===== src/rtl/scan_pkg.sv =====
package scan_pkg;

  localparam int REP_W = 4;

  typedef enum logic [2:0] {
    OP_HALT    = 3'd0,
    OP_ORIGIN  = 3'd1,
    OP_STEP    = 3'd2,
    OP_LOOP    = 3'd3,
    OP_ENDLOOP = 3'd4,
    OP_MIRROR  = 3'd5,
    OP_NOP6    = 3'd6,
    OP_NOP7    = 3'd7
  } op_e;

  typedef enum logic [1:0] {
    STOP_NONE = 2'd0,
    STOP_X1   = 2'd1,
    STOP_Y1   = 2'd2,
    STOP_RSV  = 2'd3
  } stop_e;

  typedef struct packed {
    op_e               op;
    logic signed [1:0] dx;
    logic signed [1:0] dy;
    logic [REP_W-1:0]  rep;
    stop_e             stop;
  } cmd_t;

  localparam int CMD_W = $bits(cmd_t);

  typedef enum logic [1:0] {
    ST_IDLE = 2'd0,
    ST_RUN  = 2'd1,
    ST_MRD  = 2'd2,
    ST_MUSE = 2'd3
  } state_e;

endpackage


===== src/rtl/scan_cmd_regfile.sv =====
module scan_cmd_regfile #(
  parameter int DEPTH = 16,
  parameter int W     = 13,
  localparam int AW   = $clog2(DEPTH)
) (
  input  logic          clk,
  input  logic          we,
  input  logic [AW-1:0] waddr,
  input  logic [W-1:0]  wdata,
  input  logic [AW-1:0] raddr,
  output logic [W-1:0]  rdata
);

  logic [W-1:0] mem [DEPTH];

  always_ff @(posedge clk) begin
    if (we) mem[waddr] <= wdata;
  end

  assign rdata = mem[raddr];

endmodule


===== src/rtl/scan_hist_ram.sv =====
module scan_hist_ram #(
  parameter int DEPTH = 64,
  parameter int W     = 8,
  localparam int AW   = $clog2(DEPTH)
) (
  input  logic          clk,
  input  logic          we,
  input  logic [AW-1:0] waddr,
  input  logic [W-1:0]  wdata,
  input  logic [AW-1:0] raddr,
  output logic [W-1:0]  rdata
);

  logic [W-1:0] mem [DEPTH];

  always_ff @(posedge clk) begin
    if (we) mem[waddr] <= wdata;
    rdata <= mem[raddr];
  end

endmodule


===== src/rtl/scan_step_unit.sv =====
module scan_step_unit
  import scan_pkg::*;
#(
  parameter int GRID = 8,
  parameter int CW   = 4
) (
  input  logic [CW-1:0]     pos_x,
  input  logic [CW-1:0]     pos_y,
  input  logic signed [1:0] dx,
  input  logic signed [1:0] dy,
  input  stop_e             stop,
  output logic [CW-1:0]     nx,
  output logic [CW-1:0]     ny,
  output logic              in_range,
  output logic              stop_hit
);

  logic signed [CW+1:0] sx, sy;

  always_comb begin
    sx = $signed({2'b00, pos_x}) + $signed({{CW{dx[1]}}, dx});
    sy = $signed({2'b00, pos_y}) + $signed({{CW{dy[1]}}, dy});
    in_range = (sx >= 1) && (sx <= GRID) && (sy >= 1) && (sy <= GRID);
    nx = sx[CW-1:0];
    ny = sy[CW-1:0];
    case (stop)
      STOP_X1: stop_hit = (nx == CW'(1));
      STOP_Y1: stop_hit = (ny == CW'(1));
      default: stop_hit = 1'b0;
    endcase
  end

endmodule


===== src/rtl/scan_addr_gen.sv =====
module scan_addr_gen
  import scan_pkg::*;
#(
  parameter int GRID      = 8,
  parameter int CMD_DEPTH = 16,
  localparam int CW       = $clog2(GRID + 1),
  localparam int CAW      = $clog2(CMD_DEPTH)
) (
  input  logic               clk,
  input  logic               rst,
  input  logic               cmd_we,
  input  logic [CAW-1:0]     cmd_waddr,
  input  logic [CMD_W-1:0]   cmd_wdata,
  input  logic               start,
  output logic               busy,
  output logic               done,
  output logic               addr_valid,
  input  logic               addr_ready,
  output logic [CW-1:0]      addr_x,
  output logic [CW-1:0]      addr_y
);

  localparam int HIST_DEPTH = GRID * GRID;
  localparam int HAW        = $clog2(HIST_DEPTH);
  localparam int HCW        = $clog2(HIST_DEPTH + 1);
  localparam int PCW        = $clog2(CMD_DEPTH + 1);

  state_e             state;
  logic [PCW-1:0]     pc;
  logic [CW-1:0]      pos_x, pos_y;
  logic [REP_W-1:0]   rep_cnt;
  logic [REP_W-1:0]   loop_cnt;
  logic [PCW-1:0]     loop_pc;
  logic [HCW-1:0]     hist_cnt;
  logic [HAW-1:0]     mir_idx;

  logic               valid_q, done_q;
  logic [CW-1:0]      x_q, y_q;

  logic [CMD_W-1:0]   rf_rdata;
  cmd_t               cur;
  logic               can_emit;

  logic [CW-1:0]      nx, ny;
  logic               in_range, stop_hit;

  logic               fwd_emit;
  logic [CW-1:0]      fwd_x, fwd_y;
  logic               hist_we;
  logic [2*CW-1:0]    hist_rdata;
  logic [CW-1:0]      hx, hy;
  logic               mir_skip;
  logic [CW-1:0]      mx, my;

  // Command storage: writes only when idle
  scan_cmd_regfile #(.DEPTH(CMD_DEPTH), .W(CMD_W)) u_cmds (
    .clk   (clk),
    .we    (cmd_we && (state == ST_IDLE)),
    .waddr (cmd_waddr),
    .wdata (cmd_wdata),
    .raddr (pc[CAW-1:0]),
    .rdata (rf_rdata)
  );

  assign cur = (pc >= PCW'(CMD_DEPTH)) ? '0 : cmd_t'(rf_rdata);
  assign can_emit = !valid_q || addr_ready;

  scan_step_unit #(.GRID(GRID), .CW(CW)) u_step (
    .pos_x    (pos_x),
    .pos_y    (pos_y),
    .dx       (cur.dx),
    .dy       (cur.dy),
    .stop     (cur.stop),
    .nx       (nx),
    .ny       (ny),
    .in_range (in_range),
    .stop_hit (stop_hit)
  );

  // Forward emissions (origin and step) for output and history
  always_comb begin
    fwd_emit = 1'b0;
    fwd_x    = nx;
    fwd_y    = ny;
    if (state == ST_RUN && can_emit) begin
      if (cur.op == OP_ORIGIN) begin
        fwd_emit = 1'b1;
        fwd_x    = CW'(1);
        fwd_y    = CW'(1);
      end else if (cur.op == OP_STEP && cur.rep != '0 && in_range) begin
        fwd_emit = 1'b1;
      end
    end
  end

  assign hist_we = fwd_emit && (hist_cnt < HCW'(HIST_DEPTH));

  scan_hist_ram #(.DEPTH(HIST_DEPTH), .W(2*CW)) u_hist (
    .clk   (clk),
    .we    (hist_we),
    .waddr (hist_cnt[HAW-1:0]),
    .wdata ({fwd_x, fwd_y}),
    .raddr (mir_idx),
    .rdata (hist_rdata)
  );

  assign hx = hist_rdata[2*CW-1:CW];
  assign hy = hist_rdata[CW-1:0];
  assign mir_skip = ({1'b0, hx} + {1'b0, hy}) >= (CW+1)'(GRID + 1);
  assign mx = CW'(GRID + 1) - hx;
  assign my = CW'(GRID + 1) - hy;

  always_ff @(posedge clk) begin
    if (rst) begin
      state    <= ST_IDLE;
      pc       <= '0;
      pos_x    <= CW'(1);
      pos_y    <= CW'(1);
      rep_cnt  <= '0;
      loop_cnt <= '0;
      loop_pc  <= '0;
      hist_cnt <= '0;
      mir_idx  <= '0;
      valid_q  <= 1'b0;
      done_q   <= 1'b0;
      x_q      <= '0;
      y_q      <= '0;
    end else begin
      done_q <= 1'b0;
      if (valid_q && addr_ready) valid_q <= 1'b0;

      if (fwd_emit) begin
        valid_q <= 1'b1;
        x_q     <= fwd_x;
        y_q     <= fwd_y;
        pos_x   <= fwd_x;
        pos_y   <= fwd_y;
        if (hist_cnt < HCW'(HIST_DEPTH)) hist_cnt <= hist_cnt + HCW'(1);
      end

      case (state)
        ST_IDLE: begin
          if (start) begin
            state    <= ST_RUN;
            pc       <= '0;
            pos_x    <= CW'(1);
            pos_y    <= CW'(1);
            rep_cnt  <= '0;
            loop_cnt <= '0;
            loop_pc  <= '0;
            hist_cnt <= '0;
          end
        end

        ST_RUN: begin
          case (cur.op)
            OP_HALT: begin
              if (can_emit) begin
                state  <= ST_IDLE;
                done_q <= 1'b1;
              end
            end
            OP_ORIGIN: begin
              if (can_emit) pc <= pc + PCW'(1);
            end
            OP_STEP: begin
              if (cur.rep == '0 || !in_range) begin
                pc      <= pc + PCW'(1);
                rep_cnt <= '0;
              end else if (can_emit) begin
                if ((rep_cnt + REP_W'(1)) == cur.rep || stop_hit) begin
                  pc      <= pc + PCW'(1);
                  rep_cnt <= '0;
                end else begin
                  rep_cnt <= rep_cnt + REP_W'(1);
                end
              end
            end
            OP_LOOP: begin
              loop_cnt <= cur.rep;
              loop_pc  <= pc + PCW'(1);
              pc       <= pc + PCW'(1);
            end
            OP_ENDLOOP: begin
              if (loop_cnt > REP_W'(1)) begin
                loop_cnt <= loop_cnt - REP_W'(1);
                pc       <= loop_pc;
              end else begin
                loop_cnt <= '0;
                pc       <= pc + PCW'(1);
              end
            end
            OP_MIRROR: begin
              if (hist_cnt == '0) begin
                pc <= pc + PCW'(1);
              end else begin
                mir_idx <= HAW'(hist_cnt - HCW'(1));
                state   <= ST_MRD;
              end
            end
            default: pc <= pc + PCW'(1);
          endcase
        end

        ST_MRD: state <= ST_MUSE;

        ST_MUSE: begin
          if (mir_skip || can_emit) begin
            if (!mir_skip) begin
              valid_q <= 1'b1;
              x_q     <= mx;
              y_q     <= my;
            end
            if (mir_idx == '0) begin
              pc    <= pc + PCW'(1);
              state <= ST_RUN;
            end else begin
              mir_idx <= mir_idx - HAW'(1);
              state   <= ST_MRD;
            end
          end
        end

        default: state <= ST_IDLE;
      endcase
    end
  end

  assign busy       = (state != ST_IDLE);
  assign done       = done_q;
  assign addr_valid = valid_q;
  assign addr_x     = x_q;
  assign addr_y     = y_q;

endmodule


===== config.mk =====
export PLATFORM = sky130hd
export DESIGN_NAME = scan_addr_gen
export DESIGN_NICKNAME = d
export VERILOG_FILES = /design/src/rtl/scan_pkg.sv /design/src/rtl/scan_cmd_regfile.sv /design/src/rtl/scan_hist_ram.sv /design/src/rtl/scan_step_unit.sv /design/src/rtl/scan_addr_gen.sv
export SDC_FILE = /design/constraint.sdc
export NUM_CORES = 1
export LEC_CHECK = 0
export ABC_AREA = 1
export BUFFER_PORTS_ARGS = -buffer_cell sky130_fd_sc_hd__buf_2
export CORE_AREA = 4 4 250 252
export DETAILED_ROUTE_END_ITERATION = 8
export DIE_AREA = 0 0 254 256
export PLACE_DENSITY = 0.7
export SLEW_MARGIN = 20
export SYNTH_ARGS = -nofsm -noshare
export SYNTH_HDL_FRONTEND = slang
export SYNTH_SLANG_ARGS = --single-unit

===== constraint.sdc =====
create_clock -name clk -period 5.2 [get_ports clk]
set_input_delay 0.52 -clock clk [delete_from_list [all_inputs] [get_ports clk]]
set_output_delay 0.52 -clock clk [all_outputs]
set_load 0.05 [all_outputs]

; ---- Yosys cells after proc, flatten, opt, wreduce, memory -nomap -nowiden
; Memory sizes are Yosys's and may differ from the RTL's. A register that Yosys moved wholly into a read port is not among the register bits.
; Cells that the tools add are included.
[classes]
magnitude_cmp = 8
addsub = 11
n_reduce_logical = 32
bitwise = 2
n_eq_ne = 31
n_mux = 73
[ops]
columns = op, count
row1 = 4-bit two-way mux, 26
row2 = 5-bit two-way mux, 10
row3 = 7-bit two-way mux, 4
row4 = 5-bit one-hot mux with 5 select lines, 1
row5 = 6-bit two-way mux, 4
row6 = 4-bit one-hot mux with 2 select lines, 3
row7 = 5-bit one-hot mux with 3 select lines, 1
row8 = 1-bit two-way mux, 13
row9 = 13-bit two-way mux, 1
row10 = 5-bit by 2-bit adder with 6-bit output, 2
row11 = "6-bit by 2-bit >= comparator with 1-bit output, second input constant", 2
row12 = "6-bit by 5-bit less-or-equal comparator with 1-bit output, second input constant", 2
row13 = "2-bit inequality test, second input constant", 6
row14 = "3-bit inequality test, second input constant", 4
row15 = 6-bit one-hot mux with 2 select lines, 1
row16 = "6-bit by 1-bit subtractor with 6-bit output, second input constant", 2
row17 = 2-bit two-way mux, 5
row18 = 5-bit one-hot mux with 2 select lines, 1
row19 = 5-bit AND reduction, 2
row20 = 1-bit logical AND, 9
row21 = 9-bit AND reduction, 1
row22 = "4-bit by 1-bit equality test with 1-bit output, second input constant", 2
row23 = 2-bit one-hot mux with 4 select lines, 1
row24 = "4-bit subtractor, first input constant", 2
row25 = 36 further kinds, 52
[word_totals]
output_inout_bits = 11
elab_cells = 172
ram_bits = 720
memories = 2
inputBits = 22
register_bits = 51
[memory_table]
columns = name, words, width, read_ports, rd_ports_with_merged_regs, wr, line
row1 = u_hist.mem, 64, 8, 1, 1, 1, scan_hist_ram.sv:14  ; logic [W-1:0] mem [DEPTH];
row2 = u_cmds.mem, 16, 13, 1, 1, 1, scan_cmd_regfile.sv:14  ; logic [W-1:0] mem [DEPTH];

; ---- Logic depth before layout (Yosys ltp)
[logic_depth]
depth_word = 15
ltp_mapped = 28
ltp_nobuf = 27

; ---- Cells and area by module
; From an unflattened synthesis, not the netlist that was laid out.
[unflattened]
hier_cells = 3281
area_unflattened_um2 = 34240.3
[modules_own_cells]
columns = module, n_inst, cells_each, seq_area_each_um2, area_each_um2
row1 = scan_hist_ram, 1, 1805, 15534.9, 21339.2
row2 = scan_cmd_regfile, 1, 865, 6246.0, 9012.4
row3 = scan_addr_gen, 1, 517, 1021.0, 3355.7
row4 = scan_step_unit, 1, 94, 0.0, 533.0

; ---- Worst setup path before layout
; No wires, ideal clock.
[synth_path]
kind = register -> register
startpoint = reg (tool-made name)
endpoint = mem u_hist.mem[112][0] (netlist: u_hist.mem[56][0]) (enable)
path_slack_ns = 0.834
t_arrival_ns = 3.982
path_stages_with_launch = 25
synth_period_minus_slack_ns = 4.366
path_buffers = 4
cell_sequence = dfxtp_1 > buf_2 > inv_2 > clkbuf_1 > clkbuf_1 > o21ai_0 > o221ai_1 > nand3_1 > a21oi_1 > ha_1 > fa_1 > nor3_1 > inv_1 > nand2_1 > nand2_1 > a21oi_1 > nand2_1 > nor2_1 > nand3_1 > nand2_2 > nand3_2 > clkinv_2 > nand2_4 > buf_6 > nor3_1
[synth_lines]
columns = item, line
row1 = "end, declared", scan_hist_ram.sv:14

==> impl_table.tex <==
\begin{tabular}{lr}
\hline
Metric & Value \\
\hline
\multicolumn{2}{l}{\textbf{STA}} \\
\quad Worst Slack Setup Final & roughly 340 ps \\
\quad Fin. max-slew vios & 0 \\
\quad Worst clock skew & 24.68 ps \\
\quad Clock period minus final worst setup slack & 4858 ps \\
\quad Maximum clock frequency & roughly 0.21 GHz \\
\quad Number of setup violations in the final report & 0 \\
\quad WHS & 285.9 ps \\
\quad Number of hold violations in the final report & 0 \\
\quad Remaining max-slew budget at the tightest pin & 0.2655 \\
\quad Final worst-path cycle share & 0.9343 \\
\quad Unrepaired setup endpoints after global routing & true \\
\quad Worst-margin pin slew & approximately 1100 ps \\
\multicolumn{2}{l}{\textbf{Global routing}} \\
\quad Overall routing resource usage & 0.2636 \\
\quad Vias in the first global route & 21880 \\
\quad Global-route layer with the greatest usage & met2 \\
\quad Initial antenna violation count & 2 \\
\quad Global-route track usage on met1 & 0.3606 \\
\quad Largest net degree at the start of global routing & 168 \\
\quad Overflow after GRT & 0 \\
\quad M3 GR Usage & 0.05203 \\
\quad Met2 Usage GRT & 0.4156 \\
\quad Wire length of the first global-routing pass & 131.0 mm \\
\multicolumn{2}{l}{\textbf{Floorplanning}} \\
\quad Horizontal extent of the die & 254 um \\
\quad Core area & 60130 um2 \\
\quad Die height & about 260 um \\
\quad Effective utilization at floorplan & 0.5467 \\
\quad Num ports & 33 \\
\quad Number of cell rows & 90 \\
\quad Floorplan die area & 65020 um2 \\
\multicolumn{2}{l}{\textbf{Clocking}} \\
\quad H-tree depth reported by CTS & 3 \\
\quad Clock tree from TritonCTS & done \\
\quad Insertion delay to the later sink of the worst-skew pair & 620 ps \\
\quad Register clock-pin slew on the reported worst setup and hold paths & 60 ps \\
\quad Count of clock tree sinks & 783 \\
\quad Clk Tree Root Cell & sky130\_fd\_sc\_hd\_\_clkbuf\_16 \\
\quad Clock buffer count from CTS & roughly 80 \\
\quad Clock Path Buffers & 3 \\
\quad Number of hold buffers added after CTS & 0 \\
\multicolumn{2}{l}{\textbf{Synth}} \\
\quad Cell type with the highest aggregate area in the netlist & sky130\_fd\_sc\_hd\_\_edfxtp\_1 \\
\quad Most used standard cell by instance count after synthesis & sky130\_fd\_sc\_hd\_\_edfxtp\_1 \\
\quad Synth Net Count & 2925 \\
\quad Most instantiated cells after synthesis & 720 x sky130\_fd\_sc\_hd\_\_edfxtp\_1, 472 x sky130\_fd\_sc\_hd\_\_nor2\_1, 398 x sky130\_fd\_sc\_hd\_\_nand2\_1 \\
\quad Count of warnings emitted by yosys & 0 \\
\quad Number of flip-flops and latches in the synthesized netlist & 783 \\
\quad Synthesized instance count & between 2000 and 3000 \\
\quad Number of enable-type register cells in the synthesized netlist & 720 \\
\quad Number of distinct library cell variants in the gate-level netlist after synthesis & 52 \\
\quad Post-synth top area share & 0.6577 \\
\quad Part of the Yosys area used for sequential elements & 0.6960 \\
\quad Largest cells by area after synthesis & sky130\_fd\_sc\_hd\_\_edfxtp\_1 66\%, sky130\_fd\_sc\_hd\_\_o21ai\_0 5.5\%, sky130\_fd\_sc\_hd\_\_nor2\_1 5.4\%, sky130\_fd\_sc\_hd\_\_nand2\_1 4.5\%, sky130\_fd\_sc\_hd\_\_dfxtp\_1 3.8\% \\
\quad Top flip-flop cell by instance count after synthesis & sky130\_fd\_sc\_hd\_\_edfxtp\_1 \\
\quad Post-synthesis instance area & 32870 um2 \\
\quad Synth Area per Inst & 11.43 um2 \\
\quad Post-synth ARST share & 0 \\
\multicolumn{2}{l}{\textbf{Power and ir drop}} \\
\quad P\_leak & about 13 nW \\
\quad Power density cells & 684.0 nW/um2 \\
\quad Worst supply voltage drop on vdd & 0.9198 mV \\
\multicolumn{2}{l}{\textbf{Worst setup path}} \\
\quad Cells along the critical path & buf\_12 > o21ai\_0 > o221ai\_1 > nand3\_1 > a21oi\_1 > ha\_1 > fa\_1 > nor3\_1 > inv\_1 > nand2\_1 > nand2\_1 > a21oi\_1 > nand2\_1 > nor2\_1 > nand3\_1 > nand2\_2 > nand3\_2 > clkinv\_2 > nand2\_1 > nor2\_2 \\
\quad Slowest stage cell, crit path & sky130\_fd\_sc\_hd\_\_nor2\_2 \\
\quad Critical path's largest stage delay & 520 ps \\
\quad CP endpoint kind & register \\
\quad Most used cell, CP & sky130\_fd\_sc\_hd\_\_nand2\_1 \\
\quad Crit start category & register \\
\quad Worst-path maximum fanout & 111 \\
\quad Critical path data arrival time & 5130 ps \\
\quad Data required, critical path & roughly 5500 ps \\
\quad Worst setup path category & reg2reg \\
\multicolumn{2}{l}{\textbf{Routing}} \\
\quad Count of vias placed by the detailed router & 22900 \\
\quad DRT antenna net count & 0 \\
\quad Final routed DRC violation total & 0 \\
\quad WL/cell & 23.21 um \\
\quad Final wirelength & 87.20 mm \\
\quad TritonRoute pass-1 iters & 6 \\
\quad Iteration-0 DRC Markers & 2759 \\
\quad Number of vias per cell & 6.096 \\
\multicolumn{2}{l}{\textbf{Finish}} \\
\quad Share of cells above drive strength 1 & 0.1042 \\
\quad Layout net count & around 3000 \\
\quad Antenna Cells & 0 \\
\quad Area overhead of the layout relative to synthesis & 11.62\% \\
\multicolumn{2}{l}{\textbf{Placed design}} \\
\quad DPL Wire Length & 54.34 mm \\
\quad Port bufs & 32 \\
\quad Worst setup slack before clock tree synthesis & 335.7 ps \\
\quad Routability congestion estimate & 0.8873 \\
\multicolumn{2}{l}{\textbf{Flow run}} \\
\quad Number of max-cap violations & 0 \\
\multicolumn{2}{l}{\textbf{Status}} \\
\quad Run status & completed \\
\multicolumn{2}{l}{\textbf{Worst hold path}} \\
\quad Hold crit path type & in2reg \\
\hline
\end{tabular}
## what timing repair did
| action | in CTS | in global routing |
|---|---|---|
| endpoints found under the setup margin | 0 | 157 |
| resized for setup | 0 | 7 |
| setup buffers | 0 | 0 |
## placed cells by master (no fill, tap or decap), types with 21 or more instances in the layout
master / count
sky130_fd_sc_hd__inv_1: 134
sky130_fd_sc_hd__nor3_1: 28
sky130_fd_sc_hd__o211ai_1: 22
sky130_fd_sc_hd__ha_1: 25
sky130_fd_sc_hd__clkbuf_16: 82
sky130_fd_sc_hd__nand3_1: 121
sky130_fd_sc_hd__edfxtp_1: 720
sky130_fd_sc_hd__o22ai_1: 112
sky130_fd_sc_hd__buf_4: 82
sky130_fd_sc_hd__a21oi_1: 72
sky130_fd_sc_hd__nor2_1: 466
sky130_fd_sc_hd__dfxtp_1: 59
sky130_fd_sc_hd__buf_2: 32
sky130_fd_sc_hd__o221ai_1: 25
sky130_fd_sc_hd__nand2_1: 396
sky130_fd_sc_hd__o21ai_0: 362
sky130_fd_sc_hd__nor3_2: 21
## layer usage
layer  routed length, um  part of all wire  up-vias
li1                    -                 -    10350
met1               34050              0.39    11040
met2               40980              0.47     1283
met3                8381             0.096      233
met4                3773             0.043        4
met5                  15           0.00017        -
## worst paths after layout
kind,startpoint,end,slack (ps),depth (start not counted)
hold reg to reg,rep_cnt[3]$_SDFFE_PP0P_,rep_cnt[3]$_SDFFE_PP0P_,480,2
hold / removal,cmd_wdata[7],u_cmds.mem[9][7]$_DFFE_PP_,290,1
setup / recovery,register,u_hist.mem[39][3]$_DFFE_PP_,340,20
setup reg to reg,register,u_hist.mem[39][3]$_DFFE_PP_,340,20
## area by class of cell
type	count	area, um2
Multi-Input combinational cell	1775	8757
Inverter	154	584.3
Clock buffer	102	2157
Clock inverter	40	407.9
Fill cell	4674	23440
Tap cell	782	978.4
Sequential cell	783	22890
Timing Repair Buffer	121	915.9
## critical path: cells and delay by family, from the launching register on
family                     cells  cell delay, ps
DFF                            1             360
AOI/OAI and AO/OA              4             770
and+or+nand+nor               11            2040
adders and majority gates      2             700
buffers and inverters          3             570
## state kept, by name, summed over array words and instances (netlist names), 4 cells and up, named ones only
name,count
u_cmds.mem,208
u_hist.rdata,8
loop_pc,5
rep_cnt,4
mir_idx,6
pos_y,4
addr_x,4
hist_cnt,7
loop_cnt,4
addr_y,4
u_hist.mem,512
pc,5
pos_x,4
## where the power goes
group	internal [mW]	switching [mW]	total (mW)
registers	10.0	0.141	10.2
clock network	3.29	2.34	5.63
logic	1.90	7.40	9.30
## through the flow
step	cells	total power [mW]	area (um2)	util	TNS, ps
after floorplan	2875	15.17	32870	-	0
after global placement	3615	19.44	34110	0.5672	0
after detailed placement	3615	19.47	34110	0.5672	0
after CTS	3757	25.06	36680	0.6099	0
after global routing	3757	26.10	36700	0.6102	-9418
final	3757	25.10	36700	0.6102	0
## kinds of logic (layout without fill, tap and decap cells)
logic type / Yosys count / in the layout / share of synthesized area
xor+xnor: 19 / 19 / 0.005062
flops: 783 / 783 / 0.6960
buf+inv: 317 / 417 / 0.03833
mux: 7 / 7 / 0.002360
fa+ha+maj: 28 / 28 / 0.01134
simple gates: 1072 / 1072 / 0.1350
compound gates: 649 / 649 / 0.1118
(Power assumes the default switching activity.)
